==> config.mk <==
export PLATFORM = sky130hd
export DESIGN_NAME = xbar_port_arbiter
export DESIGN_NICKNAME = d
export VERILOG_FILES = /design/src/rtl/xbar_arb_pkg.sv /design/src/rtl/xarb_burst_track.sv /design/src/rtl/xarb_pick.sv /design/src/rtl/xbar_port_arbiter.sv
export SDC_FILE = /design/constraint.sdc
export NUM_CORES = 1
export LEC_CHECK = 0
export CORE_UTILIZATION = 30
export CTS_CLUSTER_DIAMETER = 80
export DETAILED_ROUTE_END_ITERATION = 8
export MAX_ROUTING_LAYER = met4
export PLACE_DENSITY = 0.52
export SLEW_MARGIN = 20
export SYNTH_ARGS = -nofsm -noshare
export SYNTH_HDL_FRONTEND = slang
export SYNTH_SLANG_ARGS = --single-unit
==> constraint.sdc <==
create_clock -name clk -period 2.8 [get_ports clk]
set_input_delay 0.56 -clock clk [delete_from_list [all_inputs] [get_ports clk]]
set_output_delay 0.56 -clock clk [all_outputs]
set_load 0.01 [all_outputs]
==> src/rtl/xbar_arb_pkg.sv <==
// Package: shared types for the crossbar slave-port arbiter.
// Assumes park select is a 2-bit field; the reserved code behaves like no-owner park.
package xbar_arb_pkg;

    typedef enum logic [1:0] {
        PARK_FIXED = 2'b00,
        PARK_LAST  = 2'b01,
        PARK_NONE  = 2'b10,
        PARK_RSVD  = 2'b11
    } park_mode_e;

endpackage

==> src/rtl/xarb_burst_track.sv <==
// Burst tracker: counts accepted beats of the owner's fixed-length burst and
// tells the arbiter when the grant must be held.
// Assumes a beat counts only when it is presented and accepted in the same cycle.
module xarb_burst_track #(
    parameter int BURST_LEN = 4
) (
    input  logic clk,
    input  logic rst_n,
    input  logic present_i,
    input  logic accept_i,
    output logic hold_o
);
    localparam int CW   = (BURST_LEN > 1) ? $clog2(BURST_LEN) : 1;
    localparam int LAST = BURST_LEN - 1;

    logic [CW-1:0] cnt_q;
    logic          fire;
    logic          last_acc;

    // Beat accounting for the current cycle.
    always_comb begin
        fire     = present_i && accept_i;
        last_acc = fire && (cnt_q == CW'(LAST));
        hold_o   = last_acc ? 1'b0 : (present_i || (cnt_q != '0));
    end

    // Beat counter, returns to zero after the final beat.
    always_ff @(posedge clk) begin
        if (!rst_n) begin
            cnt_q <= '0;
        end else if (fire) begin
            cnt_q <= last_acc ? '0 : cnt_q + CW'(1);
        end
    end

    a_r6_cnt_in_range: assert property (@(posedge clk) disable iff (!rst_n)
        cnt_q <= CW'(LAST));

    a_r6_cnt_advances: assert property (@(posedge clk) disable iff (!rst_n)
        (fire && !last_acc) |=> (cnt_q == $past(cnt_q) + CW'(1)));

endmodule

==> src/rtl/xarb_pick.sv <==
// Winner select: fixed lowest-index-first or rotating search after a base index.
// Assumes elig_i already excludes masters busy on another port.
module xarb_pick #(
    parameter int N_MASTERS = 4,
    parameter int IW        = 2
) (
    input  logic [N_MASTERS-1:0] elig_i,
    input  logic                 rr_mode_i,
    input  logic [IW-1:0]        base_i,
    output logic [N_MASTERS-1:0] win_o
);
    logic          found;
    logic [IW-1:0] idx;

    // Choose exactly one eligible master, or none.
    always_comb begin
        win_o = '0;
        found = 1'b0;
        idx   = '0;
        if (!rr_mode_i) begin
            for (int i = 0; i < N_MASTERS; i++) begin
                if (elig_i[i] && !found) begin
                    win_o[i] = 1'b1;
                    found    = 1'b1;
                end
            end
        end else begin
            for (int off = 1; off <= N_MASTERS; off++) begin
                idx = IW'((int'(base_i) + off) % N_MASTERS);
                if (elig_i[idx] && !found) begin
                    win_o[idx] = 1'b1;
                    found      = 1'b1;
                end
            end
        end
    end

endmodule

==> src/rtl/xbar_port_arbiter.sv <==
// Slave-port arbiter: owns the grant for one crossbar slave port, presents the
// owner's beats, wait-states everyone else and parks the port when idle.
// Assumes req/hit/busy are stable for the cycle and beats are accepted by beat_ok_i.
module xbar_port_arbiter
    import xbar_arb_pkg::*;
#(
    parameter int N_MASTERS = 4,
    parameter int BURST_LEN = 4,
    localparam int IW       = (N_MASTERS > 1) ? $clog2(N_MASTERS) : 1
) (
    input  logic                 clk,
    input  logic                 rst_n,
    input  logic [N_MASTERS-1:0] req_i,
    input  logic [N_MASTERS-1:0] hit_i,
    input  logic [N_MASTERS-1:0] busy_i,
    input  logic                 beat_ok_i,
    input  logic                 rr_mode_i,
    input  logic [1:0]           park_sel_i,
    input  logic [IW-1:0]        park_master_i,
    output logic [N_MASTERS-1:0] grant_o,
    output logic [N_MASTERS-1:0] wait_o,
    output logic                 slv_valid_o
);
    park_mode_e           pmode;
    logic [N_MASTERS-1:0] grant_q, grant_d;
    logic [N_MASTERS-1:0] want, elig, win, park_oh;
    logic [IW-1:0]        last_q, owner_idx, base;
    logic                 present, hold;

    // Request qualification and slave-side presentation.
    always_comb begin
        pmode   = park_mode_e'(park_sel_i);
        want    = req_i & hit_i;
        elig    = want & ~busy_i;
        present = |(grant_q & elig);
    end

    // Index of the current owner and the base for the rotating search.
    always_comb begin
        owner_idx = '0;
        for (int i = 0; i < N_MASTERS; i++) begin
            if (grant_q[i]) owner_idx = IW'(i);
        end
        base = (|grant_q) ? owner_idx : last_q;
    end

    // Grant vector to use when the port goes idle.
    always_comb begin
        park_oh = '0;
        for (int i = 0; i < N_MASTERS; i++) begin
            case (pmode)
                PARK_FIXED: park_oh[i] = (IW'(i) == park_master_i);
                PARK_LAST:  park_oh[i] = (IW'(i) == base);
                default:    park_oh[i] = 1'b0;
            endcase
        end
    end

    xarb_burst_track #(
        .BURST_LEN (BURST_LEN)
    ) u_track (
        .clk       (clk),
        .rst_n     (rst_n),
        .present_i (present),
        .accept_i  (beat_ok_i),
        .hold_o    (hold)
    );

    xarb_pick #(
        .N_MASTERS (N_MASTERS),
        .IW        (IW)
    ) u_pick (
        .elig_i    (elig),
        .rr_mode_i (rr_mode_i),
        .base_i    (base),
        .win_o     (win)
    );

    // Next owner: held during a burst, else winner, else park choice.
    always_comb begin
        if (hold)       grant_d = grant_q;
        else if (|elig) grant_d = win;
        else            grant_d = park_oh;
    end

    // Grant and last-owner registers.
    always_ff @(posedge clk) begin
        if (!rst_n) begin
            grant_q <= '0;
            last_q  <= '0;
        end else begin
            grant_q <= grant_d;
            if (|grant_q) last_q <= owner_idx;
        end
    end

    // Output drive.
    always_comb begin
        grant_o     = grant_q;
        wait_o      = want & ~(grant_q & ~busy_i);
        slv_valid_o = present;
    end

    a_r11_grant_onehot: assert property (@(posedge clk) disable iff (!rst_n)
        $onehot0(grant_o));

    a_r6_grant_held_in_burst: assert property (@(posedge clk) disable iff (!rst_n)
        hold |=> $stable(grant_o));

    a_r2_valid_has_owner: assert property (@(posedge clk) disable iff (!rst_n)
        slv_valid_o |-> ($countones(grant_o) == 1));

    a_r10_lowpower_unowned: assert property (@(posedge clk) disable iff (!rst_n)
        (!hold && (elig == '0) && (park_sel_i[1] == 1'b1)) |=> (grant_o == '0));

endmodule

== After elaboration in Yosys (flattened, before gate mapping) ==
Cells that the tools add are included.

* Order comparisons: 8
* $mul: 0
* Reductions and logical operators: 26
* Add/subtract/negate cells: 5
* Equal/unequal tests: 8
* Shift operators: 0
* Bitwise gates (word level): 10
* Mux-type cells: 50
* Divide/modulo/power cells: 0

{| class="wikitable"
|+ Operators with widths
! kind !! count
|-
| two-way mux 4 bit || 9
|-
| two-way mux 1 bit || 25
|-
| bitwise AND 4 bit || 5
|-
| logical AND 1 bit || 12
|-
| < comparator 2 x 3 -> 1 bit, second input constant || 4
|-
| bitwise OR 4 bit || 3
|-
| OR reduction 4 bit || 3
|-
| binary-select mux 1 bit (select 2 bit) || 4
|-
| demux 1 bit (select 2 bit) || 4
|-
| equality test 2 bit, first input constant || 4
|-
| >= comparator 2 x 1 -> 1 bit, second input constant || 4
|-
| two-way mux 2 bit || 4
|-
| NOT 4 bit || 2
|-
| one-hot mux 1 bit (2 select lines) || 4
|-
| adder 2 x 1 -> 2 bit, second input constant || 3
|-
| logical NOT 1 bit || 6
|-
| logical NOT 2 bit || 3
|-
| adder 2 bit, second input constant || 2
|-
| equality test 1 x 2 -> 1 bit, first input constant || 2
|-
| equality test 2 x 1 -> 1 bit, second input constant || 1
|-
| equality test 2 bit, second input constant || 1
|-
| nonzero test 2 bit || 1
|-
| logical OR 1 bit || 1
|}

* Word-level logic and storage cells: 110
* Bits in latches: 0
* Memories: 0
* RAM bits: 0
* Output and inout port bits: 9
* Bits in read-only memories: 0
* Flip-flop bits (word level): 8

== Logic depth before layout (Yosys ltp) ==
* Depth in word-level cells: 22
* Depth in mapped cells: 10
* Depth with buffers taken out: 9

== By module ==
Synthesis repeated with hierarchy kept, for this count alone.

* Cells, all modules: 125
* Area total of the unflattened synthesis: 1002.2 um^2

{| class="wikitable"
|+ By module, submodules not included
! module !! cells an instance !! seq. area each (um^2) !! times used !! area an instance (um^2)
|-
| xbar_port_arbiter || 69 || 120.1 || 1 || 473.0
|-
| xarb_pick || 42 || 0.0 || 1 || 395.4
|-
| xarb_burst_track || 14 || 40.0 || 1 || 133.9
|}

== Worst setup path before layout ==
No wires, ideal clock.

* Path kind: flip-flop to flip-flop
* From: reg grant_q[0] (netlist: grant_o[0])
* To: reg grant_q[0] (netlist: grant_o[0])
* Data required time: 2680 ps
* Data arrival time: 2491 ps
* Clock period less this slack: 2611 ps
* Stages on the path, launching flop included: 11
* Slack: 189 ps
* Cell sequence: dfxtp_1 -> or3b_4 -> and2_4 -> buf_6 -> inv_2 -> ha_1 -> mux2i_1 -> mux2i_1 -> inv_1 -> a211o_1 -> o31a_1

* Longest elaborated chain between the ends: 20

{| class="wikitable"
|+ Ends and longest elaborated chain
! item !! RTL line !! source
|-
| from (decl) || xbar_port_arbiter.sv:25 || <nowiki>logic [N_MASTERS-1:0] grant_q, grant_d;</nowiki>
|-
| from (signal assigned) || xbar_port_arbiter.sv:92 || <nowiki>grant_q <= grant_d;</nowiki>
|-
| OR reduction 4 bit * || xbar_port_arbiter.sv:44 || <nowiki>base = (|grant_q) ? owner_idx : last_q;</nowiki>
|-
| two-way mux 2 bit * || n/a ||
|-
| named net base[1] || xbar_port_arbiter.sv:27 || <nowiki>logic [IW-1:0] last_q, owner_idx, base;</nowiki>
|-
| branches (longest 17 deep; another with < comparator 2 x 3 -> 1 bit) || n/a ||
|-
| two-way mux 4 bit * || xbar_port_arbiter.sv:82 || <nowiki>else if (|elig) grant_d = win;</nowiki>
|}

Mark *: on every way through the listed nets, which the timed path passes. The select of a mux whose other input is x is not followed.
A chain may end at the register's enable or synchronous reset.

== Worst setup path after layout ==
* From: reg last_q[1]
* To: reg grant_q[0] (netlist: grant_o[0])

* Longest elaborated chain between the ends: 19

{| class="wikitable"
|+ Ends and longest elaborated chain
! item !! RTL line !! source
|-
| from (decl) || xbar_port_arbiter.sv:27 ||
|-
| from (signal assigned) || xbar_port_arbiter.sv:93 || <nowiki>if (|grant_q) last_q <= owner_idx;</nowiki>
|-
| two-way mux 2 bit * || n/a ||
|-
| named net base[1] || xbar_port_arbiter.sv:27 ||
|-
| branches (longest 17 deep; another with < comparator 2 x 3 -> 1 bit) || n/a ||
|-
| two-way mux 4 bit * || xbar_port_arbiter.sv:82 ||
|}

Marked as above.

==> reports/qor.yml <==
floorplanning:
  floorplan.core_area_sq_um: 3390
  std_cell_rows: 21
  ios: 29
  dieArea_sq_um: 3840
  die_y_microns: 62.0
  floorplan.initialDensity_pct: 31.9
  die_width_microns: 62.0
clocking:
  path_clk_slew_ps: 60
  clock_sinks: 8
  cts_tree: "done"
  clock_tree.buffer_depth: 2
  cts.repair_timing.setup_buffer_count: 0
  h_tree_lvl_count: 1
  cts.root.buffer_cell: "sky130_fd_sc_hd__clkbuf_4"
  postCtsResizedCells: 0
  latest_clock_arrival_within_the_worst_skew_pair_ps: 250
  cts.hold.buffers_added: 0
  numCtsBuffers: 3
placed_design:
  hpwl_after_detailed_placement_mm: 2.80
  finalWeightedCongestion: 0.932
  dp.cells: 226
  place_ws_ps: 157
  io_buffer_count: 28
timing:
  min_period_over_period_pct: 93.2
  final-setup-viol-count: 0
  rsz0062_at_grt: "no"
  max_clock_skew_ps: 2.47
  hold_violation_total_from_the_final_report: 0
  final.setup.tns_ps: 0
  finalWorstPathRequiredPeriod_ps: 2610
  number_of_pins_with_negative_max_slew_slack_in_the_final_report: 0
  maxClockFrequency_mhz: 383
  max_slew.worst_pin.slew_ps: 697
  setup_slack_ps: 192
  slew-limit-headroom_pct: 53.0
setup_path:
  crit_type: "register to register"
  worst_ep_arrival_time_ps: 2750
  setup.worst_path.end_class: "register"
  startpoint_type: "register"
  ff2ff_path_depth: 9
  critical_path.max_fanout: 5
  worst_setup_path_startpoint: "last_q[1]$_SDFF_PN0_"
  critPathRequiredTime_ps: 2940
  worst_r2r_startpoint: "last_q[1]$_SDFF_PN0_"
global_route:
  via_count_of_the_first_global_routing_pass: 1177
  gr-usage-all-layers_pct: 19.7
  grt_pass1_wl_mm: 5.29
  grtUsageMet2_pct: 33.0
  top_usage_layer: "met2"
  grt_util_met1_pct: 25.3
  grt_max_degree: 11
  antenna_violations_before_repair: 0
  grt_overflow: 0
  global_route.usage.met3_pct: 1.45
logic_synthesis:
  syn_nets: 171
  avgSynthCellArea_sq_um: 7.66
  yosys_register_bits: 8
  asyncSetResetFlopFracSynth_pct: 0
  synth-main-ff-cell: "sky130_fd_sc_hd__dfxtp_1"
  post_synthesis_cells: 141
  netlist_area_sq_um: 1080
  count_of_different_cell_masters_after_synthesis: 43
  synth_warnings: 0
  synth_enable_flop_cells: 0
  synth_seq_area_share_pct: 14.8
detailed_routing:
  vias_per_cell: 5.51
  wl_mm: 3.49
  route.detailed.wl_per_inst_microns: 15.2
  firstDrtPassIters: 4
  vias: 1261
  ant_nets: 0
  detail_route.iter0.violations: 86
  post-route-drc-count: 0
finish:
  mostFrequentLayoutCells: "sky130_fd_sc_hd__clkdlybuf4s50_1 (28), sky130_fd_sc_hd__nand2_1 (17), sky130_fd_sc_hd__a21oi_1 (14)"
  final_cell_count_no_fill: 229
  drive_gt1_share_pct: 12.6
  fill_cells: 337
  layout.core_utilization_pct: 44.9
  area_delta_synth_final_pct: 41.0
  antenna_cells_inserted: 0
  mostFrequentLayoutCell: "sky130_fd_sc_hd__clkdlybuf4s50_1"
  nets_finish: 215
pwr:
  power.density_cell_area_nw_per_um2: 624
  leakage_dissipation_nw: 0.648
  power.ir.vdd_worst_uv: 322
worst_hold_path:
  min-delay-path-class: "register to register"
  timing.hold.worst.start: "u_track.cnt_q[1]$_SDFFE_PN0P_"
  holdPathStages: 2
job:
  max_cap_violations: 0
status:
  outcome: "finished, final reports clean"
==> critical path: stages, from the launching register on <==
cell and delay, ps:
sky130_fd_sc_hd__dfxtp_1 320, sky130_fd_sc_hd__or3b_4 410, sky130_fd_sc_hd__and2_4 180, sky130_fd_sc_hd__inv_2 90, sky130_fd_sc_hd__ha_1 300, sky130_fd_sc_hd__mux2i_1 140, sky130_fd_sc_hd__mux2i_1 290, sky130_fd_sc_hd__inv_1 150
sky130_fd_sc_hd__a211o_1 310, sky130_fd_sc_hd__o31a_1 300
==> report_power, final <==
group | switching (mW) | internal (mW)
Clock | 0.0412 | 0.0492
Combinational | 0.383 | 0.328
Sequential | 0.0116 | 0.136
==> final cells by class <==
class                           instances  area, sq um  area share [%]
Clock buffer                            3         22.5            1.48
Inverter                               10         37.5            2.47
Multi-Input combinational cell        121          867            56.9
Sequential cell                         8          160            10.5
Tap cell                               46         57.6            3.78
Timing Repair Buffer                   41          378            24.8
==> per-stage QoR <==
stage          hold slack, ps  instance area, sq um  power (mW)
2_1_floorplan             452                  1080       0.599
3_3_place_gp              462                  1500       0.851
3_5_place_dp              486                  1500       0.851
4_1_cts                   495                  1520       0.947
5_1_grt                   522                  1520        1.03
6_report                  495                  1520       0.950
==> final timing paths <==
| check | end | slack, ps |
|---|---|---|
| setup reg to reg | grant_o[0]$_SDFFE_PN0N_ | 190 |
| setup / recovery | grant_o[0]$_SDFFE_PN0N_ | 190 |
| hold reg to reg | u_track.cnt_q[1]$_SDFFE_PN0P_ | 490 |
| hold / removal | u_track.cnt_q[1]$_SDFFE_PN0P_ | 490 |
==> synth_stat cells (4+ instances only) <==
master	instances	area share, %
sky130_fd_sc_hd__nand2_1	17	5.9
sky130_fd_sc_hd__a21oi_1	14	6.5
sky130_fd_sc_hd__ha_1	10	12
sky130_fd_sc_hd__nor2_1	9	3.1
sky130_fd_sc_hd__dfxtp_1	8	15
sky130_fd_sc_hd__inv_1	8	2.8
sky130_fd_sc_hd__mux2i_1	8	7.4
sky130_fd_sc_hd__and3b_1	4	3.2
sky130_fd_sc_hd__nand3b_1	4	2.8
sky130_fd_sc_hd__nand4b_1	4	3.2
sky130_fd_sc_hd__nor3_1	4	1.9
sky130_fd_sc_hd__o211ai_1	4	2.8
==> per-layer routing <==
layer,wire [microns],part of all wire (%)
met1,1730,50
met2,1640,47
met3,97,2.8
met4,25,0.72
met5,0,0
==> sequential cells by signal, indices dropped and copies added (netlist names) <==
signal and cells:
grant_o 4, last_q 2, u_track.cnt_q 2
==> logic make-up after synthesis <==
logic type	synth area share (%)
AOI/OAI and AO/OA	26.7
adders and majority gates	11.6
buffers and inverters	4.87
DFF	14.8
muxes	10.5
and+or+nand+nor	31.5
Note: power is estimated with default switching activity, not from simulation.
